--- src/rtl/oneshot_pkg.sv ---
package oneshot_pkg;

  // Register offsets within one channel's window of four words.
  typedef enum logic [1:0] {
    OFS_DIV   = 2'd0,
    OFS_START = 2'd1,
    OFS_LIVE  = 2'd2,
    OFS_CTRL  = 2'd3
  } reg_ofs_e;

  // Bit positions in the status/control word.
  localparam int unsigned BIT_DONE = 0;
  localparam int unsigned BIT_IEN  = 1;
  localparam int unsigned BIT_RUN  = 2;
  localparam int unsigned CTRL_W   = 3;

  // A divided tick is due once the phase has reached the divider setting.
  function automatic logic phase_due(input logic [7:0] phase, input logic [7:0] divider);
    return phase >= divider;
  endfunction

  // The count is on its final step when it equals one.
  function automatic logic last_step(input logic [15:0] value);
    return value == 16'd1;
  endfunction

endpackage

--- src/rtl/ost_prescaler.sv ---
module ost_prescaler #(
  parameter int PRE_W = 8
) (
  input  logic             clk,
  input  logic             rst_n,
  input  logic             run,
  input  logic             restart,
  input  logic [PRE_W-1:0] divider,
  output logic             tick
);
  logic [PRE_W-1:0] phase;
  logic             due;

  always_comb begin
    due  = (phase >= divider);
    tick = run && !restart && due;
  end

  always_ff @(posedge clk or negedge rst_n) begin
    if (!rst_n) begin
      phase <= '0;
    end else if (restart || !run || due) begin
      phase <= '0;
    end else begin
      phase <= phase + 1'b1;
    end
  end
endmodule

--- src/rtl/ost_channel.sv ---
module ost_channel
  import oneshot_pkg::*;
#(
  parameter int CNT_W = 16,
  parameter int PRE_W = 8
) (
  input  logic             clk,
  input  logic             rst_n,
  input  logic             div_wr,
  input  logic             start_wr,
  input  logic             ctrl_wr,
  input  logic [CNT_W-1:0] wdata,
  output logic [PRE_W-1:0] div_q,
  output logic [CNT_W-1:0] start_q,
  output logic [CNT_W-1:0] count_q,
  output logic             run_q,
  output logic             done_q,
  output logic             ien_q,
  output logic             tick,
  output logic             expire
);
  localparam logic [CNT_W-1:0] ONE = {{(CNT_W-1){1'b0}}, 1'b1};

  ost_prescaler #(.PRE_W(PRE_W)) u_pre (
    .clk     (clk),
    .rst_n   (rst_n),
    .run     (run_q),
    .restart (start_wr),
    .divider (div_q),
    .tick    (tick)
  );

  always_comb expire = tick && (count_q == ONE);

  always_ff @(posedge clk or negedge rst_n) begin
    if (!rst_n) begin
      div_q <= '0;
    end else if (div_wr) begin
      div_q <= wdata[PRE_W-1:0];
    end
  end

  always_ff @(posedge clk or negedge rst_n) begin
    if (!rst_n) begin
      start_q <= '0;
      count_q <= '0;
      run_q   <= 1'b0;
    end else if (start_wr) begin
      start_q <= wdata;
      count_q <= wdata;
      run_q   <= (wdata != '0);
    end else if (tick) begin
      count_q <= count_q - ONE;
      if (count_q == ONE) run_q <= 1'b0;
    end
  end

  always_ff @(posedge clk or negedge rst_n) begin
    if (!rst_n) begin
      done_q <= 1'b0;
      ien_q  <= 1'b0;
    end else begin
      if (expire) begin
        done_q <= 1'b1;
      end else if (ctrl_wr && wdata[BIT_DONE]) begin
        done_q <= 1'b0;
      end
      if (ctrl_wr) ien_q <= wdata[BIT_IEN];
    end
  end
endmodule

--- src/rtl/ost_decode.sv ---
module ost_decode
  import oneshot_pkg::*;
#(
  parameter int N_CH   = 2,
  parameter int CNT_W  = 16,
  parameter int PRE_W  = 8,
  parameter int CH_W   = 1,
  parameter int ADDR_W = 3
) (
  input  logic                        we,
  input  logic [ADDR_W-1:0]           addr,
  input  logic [N_CH-1:0][PRE_W-1:0]  div_v,
  input  logic [N_CH-1:0][CNT_W-1:0]  start_v,
  input  logic [N_CH-1:0][CNT_W-1:0]  count_v,
  input  logic [N_CH-1:0][CTRL_W-1:0] ctrl_v,
  output logic [N_CH-1:0]             div_wr,
  output logic [N_CH-1:0]             start_wr,
  output logic [N_CH-1:0]             ctrl_wr,
  output logic [CNT_W-1:0]            rdata
);
  logic [CH_W-1:0] sel_ch;
  reg_ofs_e        sel_ofs;

  always_comb begin
    sel_ch  = addr[ADDR_W-1:2];
    sel_ofs = reg_ofs_e'(addr[1:0]);
  end

  for (genvar c = 0; c < N_CH; c++) begin : g_wr
    logic hit;
    always_comb begin
      hit         = we && (sel_ch == CH_W'(c));
      div_wr[c]   = hit && (sel_ofs == OFS_DIV);
      start_wr[c] = hit && (sel_ofs == OFS_START);
      ctrl_wr[c]  = hit && (sel_ofs == OFS_CTRL);
    end
  end

  always_comb begin
    rdata = '0;
    for (int c = 0; c < N_CH; c++) begin
      if (sel_ch == CH_W'(c)) begin
        unique case (sel_ofs)
          OFS_DIV:   rdata = CNT_W'(div_v[c]);
          OFS_START: rdata = start_v[c];
          OFS_LIVE:  rdata = count_v[c];
          OFS_CTRL:  rdata = CNT_W'(ctrl_v[c]);
        endcase
      end
    end
  end
endmodule

--- src/rtl/oneshot_timer.sv ---
module oneshot_timer
  import oneshot_pkg::*;
#(
  parameter int N_CH   = 2,
  parameter int CNT_W  = 16,
  parameter int PRE_W  = 8,
  parameter int CH_W   = (N_CH > 1) ? $clog2(N_CH) : 1,
  parameter int ADDR_W = CH_W + 2
) (
  input  logic              clk,
  input  logic              rst_n,
  input  logic              bus_we,
  input  logic [ADDR_W-1:0] bus_addr,
  input  logic [CNT_W-1:0]  bus_wdata,
  output logic [CNT_W-1:0]  bus_rdata,
  output logic [N_CH-1:0]   irq
);
  logic [N_CH-1:0][PRE_W-1:0]  div_v;
  logic [N_CH-1:0][CNT_W-1:0]  start_v;
  logic [N_CH-1:0][CNT_W-1:0]  count_v;
  logic [N_CH-1:0][CTRL_W-1:0] ctrl_v;
  logic [N_CH-1:0]             div_wr;
  logic [N_CH-1:0]             start_wr;
  logic [N_CH-1:0]             ctrl_wr;
  logic [N_CH-1:0]             run_v;
  logic [N_CH-1:0]             done_v;
  logic [N_CH-1:0]             ien_v;
  logic [N_CH-1:0]             tick_v;
  logic [N_CH-1:0]             expire_v;

  ost_decode #(
    .N_CH(N_CH), .CNT_W(CNT_W), .PRE_W(PRE_W), .CH_W(CH_W), .ADDR_W(ADDR_W)
  ) u_dec (
    .we       (bus_we),
    .addr     (bus_addr),
    .div_v    (div_v),
    .start_v  (start_v),
    .count_v  (count_v),
    .ctrl_v   (ctrl_v),
    .div_wr   (div_wr),
    .start_wr (start_wr),
    .ctrl_wr  (ctrl_wr),
    .rdata    (bus_rdata)
  );

  for (genvar c = 0; c < N_CH; c++) begin : g_ch
    ost_channel #(.CNT_W(CNT_W), .PRE_W(PRE_W)) u_ch (
      .clk      (clk),
      .rst_n    (rst_n),
      .div_wr   (div_wr[c]),
      .start_wr (start_wr[c]),
      .ctrl_wr  (ctrl_wr[c]),
      .wdata    (bus_wdata),
      .div_q    (div_v[c]),
      .start_q  (start_v[c]),
      .count_q  (count_v[c]),
      .run_q    (run_v[c]),
      .done_q   (done_v[c]),
      .ien_q    (ien_v[c]),
      .tick     (tick_v[c]),
      .expire   (expire_v[c])
    );
    always_comb begin
      ctrl_v[c]          = '0;
      ctrl_v[c][BIT_DONE] = done_v[c];
      ctrl_v[c][BIT_IEN]  = ien_v[c];
      ctrl_v[c][BIT_RUN]  = run_v[c];
      irq[c]             = done_v[c] && ien_v[c];
    end
  end
endmodule

--- config.mk ---
export PLATFORM = sky130hd
export DESIGN_NAME = oneshot_timer
export DESIGN_NICKNAME = d
export VERILOG_FILES = /design/src/rtl/oneshot_pkg.sv /design/src/rtl/ost_prescaler.sv /design/src/rtl/ost_channel.sv /design/src/rtl/ost_decode.sv /design/src/rtl/oneshot_timer.sv
export SDC_FILE = /design/constraint.sdc
export NUM_CORES = 1
export LEC_CHECK = 0
export ABC_AREA = 1
export ABC_CLOCK_PERIOD_IN_PS = 2400
export BUFFER_PORTS_ARGS = -buffer_cell sky130_fd_sc_hd__buf_2
export CAP_MARGIN = 15
export CORE_UTILIZATION = 55
export DETAILED_ROUTE_END_ITERATION = 7
export MAX_ROUTING_LAYER = met4
export PLACE_DENSITY = 0.73
export RECOVER_POWER = 25
export SETUP_SLACK_MARGIN = 0.2
export SYNTH_ARGS = -nofsm -noshare
export SYNTH_HDL_FRONTEND = slang
export SYNTH_SLANG_ARGS = --single-unit
--- constraint.sdc ---
create_clock -name clk -period 2.4 [get_ports clk]
set_input_delay 0.48 -clock clk [delete_from_list [all_inputs] [get_ports clk]]
set_output_delay 0.48 -clock clk [all_outputs]
set_load 0.03 [all_outputs]
==> flow_metrics.py, run 1 <==
metrics = {
    "clock_tree": {
        "clkSinkCount": 102,
        "numCtsBuffers": 9,
        "cts_max_path_buffers": 2,
        "htreeDepth": 3,
        "cts_hold_buf": 0,
        "clk_pin_slew_ns": 0.09,
        "clock-root-buffer": "clkbuf_8",
        "cts_tree": "built",
        "clk_latency_ns": 0.40,
    },
    "cells_and_area": {
        "layout-drive-gt1-share_pct": 9.663,
        "diodes": 0,
        "fin_nets": 962,
        "fin_area_sq_um": 6777,
        "final_core_util_pct": 62.24,
        "syn_to_final_growth_pct": 9.569,
    },
    "detailed_routing": {
        "via_per_inst": 5.616,
        "route.vias.total": 5959,
        "wire_per_inst_microns": 16.10,
        "ant_nets": 0,
        "firstDrtPassIters": 5,
        "drt_wl_total_mm": 17.08,
        "drt_iter0_markers": 474,
        "drcViolationCount": 0,
    },
    "critical_path": {
        "crit_fanout": 6,
        "critPathRequiredTime_ns": 1.92,
        "crit_type": "in2out",
        "cp-start-kind": "input port",
        "end_kind": "output port",
        "cp.arrival_ns": 1.70,
    },
    "synth": {
        "synth.largest_area_cell": "dfrtp_1",
        "synthArstFlopShare_pct": 100.0,
        "ys.flop_type": "dfrtp_1",
        "yosys-top-cells-count": "318 x nand2_1, 106 x inv_1, 102 x dfrtp_1, 76 x nor2_1, 63 x o21ai_0",
        "synthTopCellsByArea": "dfrtp_1 41%, nand2_1 19%, inv_1 6.4%",
        "synth-seq-cells": 102,
        "syn_inst": 877,
        "synth_nets": 921,
        "avgSynthCellArea_sq_um": 7.052,
        "yosys_warnings": 0,
        "synth_most_common_cell": "nand2_1",
        "synth_seq_area_share_pct": 41.27,
        "synth_cell_type_count": 37,
        "yosysTopAreaCellShare_pct": 41.27,
        "synth_enable_flop_cells": 0,
        "syn_area_sq_um": 6185,
    },
    "sta": {
        "worstMarginPinSlew_ns": 2.044,
        "slew_headroom_pct": -36.27,
        "report.final.slew_viol_count": 35,
        "min_period_over_period_pct": 90.95,
        "period_minus_slack_ns": 2.183,
        "tns_ns": 0,
        "finalSetupViolations": 0,
        "skew_ns": 0.01163,
        "whs_ns": 0.3760,
        "rsz0062_at_grt": "yes",
        "fmax_mhz": 458.1,
        "finalHoldViolCount": 0,
    },
    "power_and_ir_drop": {
        "total_power_mw": 6.365,
        "vdd_drop_max_mv": 0.6504,
        "leakagePower_nw": 3.735,
        "p_per_area_nw_per_um2": 939.2,
    },
    "global_route": {
        "grt_use_total_pct": 31.98,
        "grt_max_degree": 37,
        "grt_pass1_vias": 5602,
        "grt_use_met3_pct": 6.028,
        "grt_util_met2_pct": 49.82,
        "top_usage_layer": "met2",
        "met1_usage_pct": 41.40,
        "grt.overflow.total": 0,
        "antenna_found_initial": 0,
        "grt_pass1_wl_mm": 27.57,
    },
    "floorplan": {
        "die_area_sq_um": 11670,
        "dieHeight_microns": 108.0,
        "die_w_microns": 108.0,
        "start_util_pct": 56.80,
        "fp-row-count": 38,
        "coreArea_sq_um": 10890,
        "ios": 40,
    },
    "run_status": {
        "failed_checks": "capacitance limit, slew limit",
        "status": "finished, violations left",
    },
    "placed_design": {
        "dpl-instance-area_sq_um": 6529,
        "portBuffers": 39,
        "place.gp.congestion": 0.9437,
        "dp_hpwl_mm": 12.87,
    },
    "flow_run": {
        "drv_cap": 1,
    },
    "min_path": {
        "min_path_type": "in2reg",
    },
}
[metrics by stage]
step	instances	setup slack [ns]
after global placement	1041	0.08614
after global routing	1061	0.1759
after floorplan	877	0.2233
final	1061	0.2173
after detailed placement	1041	0.03286
after CTS	1058	0.1764
[where the power goes]
group | switching [mW] | internal (mW)
clock network | 0.594 | 0.393
registers | 0.483 | 2.15
logic | 1.77 | 0.968
total | 2.85 | 3.51
[cell families after synthesis]
| family | synth area share [%] |
|---|---|
| XOR/XNOR | 2.549 |
| AO/OA/AOI/OAI | 10.32 |
| flip-flops | 41.27 |
| adder cells (fa/ha/maj) | 4.451 |
| buffers and inverters | 8.720 |
| AND/OR/NAND/NOR | 32.69 |
[final cells by class]
type | instances | area [sq um]
well taps | 140 | 175.2
fillers | 1041 | 4111
repair buffers | 55 | 346.6
clock buffers | 12 | 145.1
repair inverters | 1 | 5.005
inverters | 110 | 419.2
flip-flops and latches | 102 | 2552
multi-input cells | 639 | 3123
clock inverters | 2 | 10.01
[cell usage in the layout, fill, tap and decap left out, types with 2 or more instances in the layout]
cell type,n
a21oi_1,18
clkbuf_8,10
nand4_1,6
xor2_1,14
clkbuf_4,2
nor4_1,4
xnor2_1,4
nand3_1,60
inv_1,103
nor3b_1,3
inv_2,5
clkinv_2,2
nor2_1,76
a211oi_2,2
nor2_4,4
a211oi_1,2
nand2_2,2
dfrtp_1,102
o21ai_0,60
clkbuf_1,4
nor3_1,4
o21ai_1,3
ha_1,22
buf_4,19
o22ai_1,22
a221oi_1,2
nand2_4,4
nand2_1,317
buf_2,30
[worst paths after layout]
kind                                    startpoint                        to  slack (ns)  depth (start not counted)
hold reg to reg            g_ch[0].u_ch.start_q[8]   g_ch[0].u_ch.start_q[8]        0.48                          2
max in group asynchronous                    rst_n   g_ch[0].u_ch.count_q[1]        0.47                          2
setup / recovery                       bus_addr[0]              bus_rdata[7]        0.22                          7
hold / removal                       bus_wdata[11]  g_ch[0].u_ch.start_q[11]        0.38                          3
min in group asynchronous                    rst_n   g_ch[1].u_ch.count_q[9]        0.65                          1
setup reg to reg             g_ch[1].u_ch.div_q[5]   g_ch[1].u_ch.count_q[1]        0.36                         10
[worst max-delay path, stage by stage]
cell      delay [ns]
clkbuf_4        0.16
inv_2           0.09
nand2_2         0.09
inv_1           0.26
a211oi_1        0.16
a21oi_1         0.25
buf_4           0.22
[metal layers]
layer  up-vias  routed length, microns  part of all wire, %
li1       2863                       -                    -
met3        37                    1007                  5.9
met5         -                       0                    0
met2       206                    8036                   47
met4         0                     453                  2.7
met1      2853                    7584                   44
[timing repair]
| action | in CTS | in global routing |
|---|---|---|
| endpoints found under the setup margin | 6 | 11 |
| resized for setup | 3 | 21 |
| setup buffers | 3 | 2 |
| gates cloned | 0 | 1 |
| pin swaps | 1 | 0 |
[sequential cells by signal, summed over array words and instances (netlist names)]
name / count
g_ch.u_ch.u_pre.phase: 16
g_ch.u_ch.ien_q: 2
g_ch.u_ch.run_q: 2
g_ch.u_ch.count_q: 32
g_ch.u_ch.done_q: 2
g_ch.u_ch.div_q: 16
g_ch.u_ch.start_q: 32
(Power assumes the default switching activity.)
==> run 2, diff against run 1 <==
--- a/config.mk
+++ b/config.mk
@@ -5,14 +5,13 @@
 export SDC_FILE = /design/constraint.sdc
 export NUM_CORES = 1
 export LEC_CHECK = 0
-export ABC_AREA = 1
 export ABC_CLOCK_PERIOD_IN_PS = 2400
 export BUFFER_PORTS_ARGS = -buffer_cell sky130_fd_sc_hd__buf_2
 export CAP_MARGIN = 15
 export CORE_UTILIZATION = 55
 export DETAILED_ROUTE_END_ITERATION = 7
 export MAX_ROUTING_LAYER = met4
-export PLACE_DENSITY = 0.73
+export PLACE_DENSITY = 0.74
 export RECOVER_POWER = 25
 export SETUP_SLACK_MARGIN = 0.2
 export SYNTH_ARGS = -nofsm -noshare
==> run 2 against run 1 <==
  * Critical path depth shrank 4
  * Combinational power shrank 34%
  * First-iteration DRC count shrank 52%
  * Largest power group is now registers
  * Die area shrank 10%
  * The run now ends clean
  * Global-route usage shrank 1.6 points
  * Fmax shrank 1.8%
  * Count of clock-buffer cells in the layout grew 1
  * Power shrank 17%
==> flow_metrics.py, run 2 <==
metrics = {
    "synth": {
        "synth_nets": 640,
        "syn_area_sq_um": 5525,
        "yosysTopAreaCellShare_pct": 46.20,
        "synth_compound_area_share_pct": 13.13,
        "synth-simple-area-share_pct": 22.06,
        "synth-seq-cells": 102,
        "synth_xor_area_share_pct": 4.280,
        "synth_seq_area_share_pct": 46.20,
        "syn_inst": 596,
        "synthArstFlopShare_pct": 100.0,
        "synthTopCellsByArea": "dfrtp_1 46%, nand2_1 8.7%, ha_1 5.0%",
        "yosys-top-cells-count": "128 x nand2_1, 102 x dfrtp_1, 40 x nor2_1, 31 x o21ai_0, 30 x nand3_1",
        "synth_enable_flop_cells": 0,
        "muxShareOfSynthArea_pct": 5.684,
        "synthAdderAreaFrac_pct": 4.982,
        "synth_top_family_by_area": "simple AND/OR/NAND/NOR gates",
        "synth_cell_type_count": 52,
        "synth_most_common_cell": "nand2_1",
        "ys.flop_type": "dfrtp_1",
        "yosys_warnings": 0,
        "avgSynthCellArea_sq_um": 9.271,
        "synth.largest_area_cell": "dfrtp_1",
    },
    "cells_and_area": {
        "layout-drive-gt1-share_pct": 23.72,
        "syn_to_final_growth_pct": 19.02,
        "final_cells": 795,
        "regArea_sq_um": 2559,
        "layout_commonest_cell": "nand2_1",
        "fillers": 778,
        "mostFrequentLayoutCells": "126 x nand2_1, 97 x dfrtp_1, 38 x nor2_1",
        "multi_input_area_sq_um": 2994,
        "diodes": 0,
        "fin_nets": 701,
        "reg.largest.list": "g_ch.u_ch.count_q x32, g_ch.u_ch.start_q x32",
    },
    "power_and_ir_drop": {
        "leakagePower_nw": 3.020,
        "p_sw_share_pct": 36.83,
        "p_sw_mw": 1.941,
        "power_frac_seq_pct": 45.6,
        "vdd_drop_max_mv": 0.4934,
        "power_frac_comb_pct": 34.2,
        "power_frac_clock_pct": 20.1,
        "internal_power_mw": 3.328,
        "p_per_area_nw_per_um2": 801.2,
    },
    "sta": {
        "finalHoldViolCount": 0,
        "slew_headroom_pct": 5.795,
        "report.final.slew_viol_count": 0,
        "rsz0062_at_grt": "yes",
        "fmax_mhz": 450.1,
        "min_period_over_period_pct": 92.57,
        "finalSetupViolations": 0,
        "worstMarginPinSlew_ns": 1.413,
        "skew_ns": 0.01281,
        "tns_ns": 0,
        "period_minus_slack_ns": 2.222,
        "setup_ws_ns": 0.1784,
    },
    "run_status": {
        "status": "completed",
    },
    "placed_design": {
        "dp_hpwl_mm": 10.25,
        "place.gp.congestion": 0.8814,
        "portBuffers": 39,
        "dp.cells": 762,
        "dp_slack_ns": 0.04009,
    },
    "critical_path": {
        "end_kind": "output port",
        "cp.arrival_ns": 1.74,
        "crit_fanout": 3,
        "cp-start-kind": "register",
        "crit_type": "reg2out",
        "critPathRequiredTime_ns": 1.92,
    },
    "detailed_routing": {
        "top_layer": "met4",
        "dr_wl_met2_mm": 7.191,
        "drcViolationCount": 0,
        "via_per_inst": 6.031,
        "ant_nets": 0,
        "route.vias.total": 4795,
        "wl_met3_microns": 884,
        "firstDrtPassIters": 4,
        "met1_length_mm": 6.508,
        "drt_wl_total_mm": 15.04,
        "drt_iter0_markers": 229,
        "wire_per_inst_microns": 18.91,
    },
    "clock_tree": {
        "cts_hold_buf": 0,
        "cts_tree": "built",
        "cts_max_path_buffers": 2,
        "clk_latency_ns": 0.38,
        "htreeDepth": 3,
        "numCtsBuffers": 9,
        "clk_pin_slew_ns": 0.10,
        "clock-root-buffer": "clkbuf_8",
        "clkSinkCount": 102,
    },
    "floorplan": {
        "die_area_sq_um": 10450,
        "coreArea_sq_um": 9774,
        "start_util_pct": 56.53,
        "die_w_microns": 102.2,
        "dieHeight_microns": 102.2,
        "fp-row-count": 36,
        "ios": 40,
    },
    "min_path": {
        "min_path_type": "in2reg",
    },
    "global_route": {
        "antenna_found_initial": 0,
        "grt_max_degree": 103,
        "grt_pass1_vias": 4516,
        "grt_pass1_wl_mm": 22.91,
        "grt_use_total_pct": 30.39,
        "grt.overflow.total": 0,
    },
    "flow_run": {
        "drv_cap": 0,
    },
}
==> run 2: changes by cell type after synthesis, moves of 9 or more <==
| cell | change |
|---|---|
| buf_2 | -9 |
| clkbuf_1 | +13 |
| inv_1 | -83 |
| mux2i_1 | +10 |
| nand2_1 | -190 |
| nand3_1 | -30 |
| nor2_1 | -36 |
| o21ai_0 | -32 |
| o22ai_1 | -21 |
==> run 2: power by group through the flow <==
stage               Sequential (mW)  Combinational (mW)  Clock (mW)
floorplan                      2.33                1.03           0
global placement               2.44                1.36           0
detailed placement             2.46                1.42           0
CTS                            2.38                1.66        1.08
global route                   2.44                1.96        1.15
finish                         2.40                1.80        1.06
==> run 2: kinds of logic (layout without fill, tap and decap cells) <==
group	after synthesis	count (layout)
AND/OR/NAND/NOR	261	261
AO/OA/AOI/OAI	108	108
flip-flops	102	102
buffers and inverters	53	119
XOR/XNOR	27	27
multiplexers	23	23
adder cells (fa/ha/maj)	22	22
==> run 2: worst paths after layout <==
path	startpoint	to	slack, ns	depth (start not counted)
min in group asynchronous	rst_n	g_ch[1].u_ch.start_q[9]	0.54	2
hold / removal	bus_wdata[11]	g_ch[0].u_ch.start_q[11]	0.37	3
max in group asynchronous	rst_n	g_ch[0].u_ch.count_q[2]	0.88	2
hold reg to reg	g_ch[1].u_ch.start_q[13]	g_ch[1].u_ch.start_q[13]	0.49	2
setup / recovery	g_ch[0].u_ch.div_q[0]	bus_rdata[0]	0.18	3
setup reg to reg	g_ch[0].u_ch.div_q[0]	g_ch[0].u_ch.count_q[13]	0.23	8
==> run 2: metrics by stage <==
step	hold slack [ns]	utilization (%)	total power, mW	area (sq um)
finish	0.3718	67.28	5.269	6576
global route	0.3670	67.28	5.555	6576
detailed placement	0.4632	62.07	3.880	6067
floorplan	0.1844	-	3.358	5577
CTS	0.1770	65.59	5.116	6411
global placement	0.4563	62.07	3.797	6067
==> run 2: final cells by class <==
cell class / count / area share, %
Tap cell: 133 / 2.530
Clock buffer: 13 / 2.568
Sequential cell: 102 / 38.91
Clock inverter: 3 / 0.2664
Timing Repair Buffer: 80 / 8.885
Inverter: 23 / 1.313
Multi-Input combinational cell: 441 / 45.53
==> run 2: critical path, stage by stage, from the launching register on <==
cell	delay, ns
dfrtp_1	0.44
mux4_2	0.50
mux2_2	0.29
buf_6	0.14
==> run 2: routing by layer <==
| layer | vias up | track usage, % |
|---|---|---|
| met5 | - | - |
| met4 | 0 | 14.95 |
| met3 | 36 | 4.172 |
| met2 | 196 | 46.67 |
| met1 | 2343 | 39.75 |
| li1 | 2220 | - |
==> run 2: what timing repair did <==
item                                    CTS  global route
endpoints found under the setup margin   48            45
resized for setup                        24            29
buffers inserted                         10             6
gates cloned                              0             1
pin swaps                                 1            13
==> run 3, diff against run 2 <==
--- a/config.mk
+++ b/config.mk
@@ -8,10 +8,12 @@
 export ABC_CLOCK_PERIOD_IN_PS = 2400
 export BUFFER_PORTS_ARGS = -buffer_cell sky130_fd_sc_hd__buf_2
 export CAP_MARGIN = 15
-export CORE_UTILIZATION = 55
+export CELL_PAD_IN_SITES_DETAIL_PLACEMENT = 0
+export CELL_PAD_IN_SITES_GLOBAL_PLACEMENT = 2
+export CORE_UTILIZATION = 38
 export DETAILED_ROUTE_END_ITERATION = 7
 export MAX_ROUTING_LAYER = met4
-export PLACE_DENSITY = 0.74
+export PLACE_DENSITY = 0.87
 export RECOVER_POWER = 25
 export SETUP_SLACK_MARGIN = 0.2
 export SYNTH_ARGS = -nofsm -noshare
==> run 3 against run 2 <==
  * Cell area increased by 3.4%
  * Die area is 44% higher
  * Worst hold slack got worse by 0.29 ns
  * Critical path depth increased by 1
  * First-iteration DRC count grew 70%
  * Power grew 6.6%
  * Register-to-register slack hardly changed
  * Fmax down 0.60%
  * Clock power up 35%
  * Global-route usage shrank 7.8 points
  * Critical path type unchanged
  * Highest routed layer unchanged
==> flow_metrics.py, run 3 (synthesized netlist as in run 2, its figures left out) <==
metrics = {
    "run_status": {
        "status": "completed",
    },
    "cells_and_area": {
        "fin_area_sq_um": 6802,
        "mostFrequentLayoutCells": "124 x nand2_1, 99 x dfrtp_1, 38 x nor2_1",
        "diodes": 0,
        "fillers": 1323,
        "multi_input_area_sq_um": 3072,
        "layout-drive-gt1-share_pct": 25.30,
        "syn_to_final_growth_pct": 23.10,
        "layout_commonest_cell": "nand2_1",
        "regArea_sq_um": 2556,
        "reg.largest.list": "g_ch.u_ch.count_q x32, g_ch.u_ch.start_q x32",
        "fin_nets": 700,
    },
    "sta": {
        "finalHoldViolCount": 0,
        "tns_ns": 0,
        "skew_ns": 0.004651,
        "min_period_over_period_pct": 93.13,
        "rsz0062_at_grt": "yes",
        "setup_ws_ns": 0.1649,
        "fmax_mhz": 447.4,
        "report.final.slew_viol_count": 0,
        "worstMarginPinSlew_ns": 1.101,
        "slew_headroom_pct": 26.57,
        "finalSetupViolations": 0,
        "period_minus_slack_ns": 2.235,
    },
    "global_route": {
        "grt_use_total_pct": 22.55,
        "grt_max_degree": 44,
        "grt.overflow.total": 0,
        "antenna_found_initial": 0,
        "grt_pass1_vias": 4723,
        "grt_pass1_wl_mm": 24.99,
    },
    "critical_path": {
        "cp.arrival_ns": 1.76,
        "crit_type": "reg2out",
        "crit_path_start": "g_ch[0].u_ch.div_q[0]",
        "cp_top_family": "multiplexers",
        "crit_chain": "buf_6, mux4_2, mux2_4, buf_6",
        "critPathRequiredTime_ns": 1.92,
        "crit_top_cell": "buf_6",
        "crit_fanout": 2,
        "cp-start-kind": "register",
        "worst_path_max_delay_cell": "mux4_2",
        "end_kind": "output port",
        "path_buf_inv": 2,
        "slowest_delay_ns": 0.44,
        "timing.rr.start": "g_ch[1].u_ch.u_pre.phase[2]",
    },
    "placed_design": {
        "dp_slack_ns": -0.001821,
        "portBuffers": 39,
        "place.gp.congestion": 0.8871,
        "dp_hpwl_mm": 10.98,
        "dpl-instance-area_sq_um": 6138,
    },
    "detailed_routing": {
        "firstDrtPassIters": 6,
        "drcViolationCount": 0,
        "via_per_inst": 5.536,
        "wire_per_inst_microns": 18.33,
        "drt_wl_total_mm": 15.40,
        "drt_iter0_markers": 389,
        "route.vias.total": 4650,
        "ant_nets": 0,
    },
    "min_path": {
        "min_path_type": "in2async",
    },
    "power_and_ir_drop": {
        "p_per_area_nw_per_um2": 825.7,
        "vdd_drop_max_mv": 0.4156,
        "leakagePower_nw": 3.095,
    },
    "clock_tree": {
        "cts_hold_buf": 0,
        "clk_pin_slew_ns": 0.07,
        "htreeDepth": 3,
        "clk_latency_ns": 0.34,
        "cts_tree": "built",
        "clkSinkCount": 102,
        "numCtsBuffers": 9,
        "cts_max_path_buffers": 2,
        "clock-root-buffer": "clkbuf_16",
    },
    "floorplan": {
        "die_w_microns": 122.6,
        "coreArea_sq_um": 14040,
        "fp-row-count": 43,
        "dieHeight_microns": 122.6,
        "start_util_pct": 39.35,
        "ios": 40,
        "die_area_sq_um": 15030,
    },
    "flow_run": {
        "drv_cap": 0,
    },
}
[run 3: cell types whose count changed in the layout (fill, tap and decap cells not counted), moves of 3 or more]
cell,delta
a221oi_1,-4
clkbuf_8,-8
a221oi_2,+4
o311ai_2,+3
clkbuf_16,+9
[run 3: power breakdown]
| part | switching [mW] | internal [mW] | total, mW |
|---|---|---|---|
| clock | 0.615 | 0.813 | 1.43 |
| sequential | 0.333 | 2.07 | 2.40 |
| combinational | 0.993 | 0.796 | 1.79 |
[run 3: area by class of cell]
| type | count | area share [%] |
|---|---|---|
| Timing Repair Buffer | 79 | 8.444 |
| Inverter | 23 | 1.269 |
| Multi-Input combinational cell | 441 | 45.16 |
| Tap cell | 180 | 3.311 |
| Sequential cell | 102 | 37.58 |
| Clock buffer | 15 | 4.231 |
[run 3: routing by layer]
| layer | up-vias | wire length [microns] | global-route usage, % |
|---|---|---|---|
| li1 | 2222 | - | - |
| met4 | 0 | 128 | 6.098 |
| met2 | 115 | 7277 | 35.46 |
| met5 | - | 0 | - |
| met1 | 2304 | 7250 | 30.65 |
| met3 | 9 | 743 | 2.835 |
[run 3: repair_timing]
| item | in CTS | in global routing |
|---|---|---|
| pin swaps | 0 | 9 |
| setup endpoints to repair | 47 | 48 |
| resized for setup | 24 | 44 |
| setup buffers | 5 | 6 |
[run 3: through the flow]
| stage | hold WS [ns] | total power, mW | util [%] | std cells |
|---|---|---|---|---|
| finish | 0.07752 | 5.616 | 48.44 | 840 |
| global route | 0.1168 | 5.961 | 48.44 | 840 |
| CTS | 0.1026 | 5.501 | 46.75 | 834 |
| detailed placement | 0.4625 | 3.907 | 43.71 | 814 |
| global placement | 0.4560 | 3.862 | 43.71 | 814 |
| floorplan | 0.1844 | 3.358 | - | 596 |
[run 3: worst reg2reg max path, delay by kind of cell (launching register included)]
family                     cells  cell delay, ns
buffers and inverters          1            0.20
adders and majority gates      1            0.28
AOI/OAI and AO/OA              4            0.97
DFF                            1            0.41
and+or+nand+nor                2            0.18
[run 3: path summary, 6_finish.rpt]
| path | to | slack (ns) | depth (start not counted) |
|---|---|---|---|
| setup / recovery | bus_rdata[0] | 0.16 | 4 |
| hold / removal | g_ch[1].u_ch.count_q[9] | 0.08 | 1 |
| setup reg to reg | g_ch[1].u_ch.count_q[7] | 0.24 | 8 |
| hold reg to reg | g_ch[1].u_ch.start_q[5] | 0.48 | 2 |
| max in group asynchronous | g_ch[0].u_ch.count_q[1] | 0.82 | 2 |
| min in group clk | g_ch[0].u_ch.start_q[13] | 0.40 | 3 |
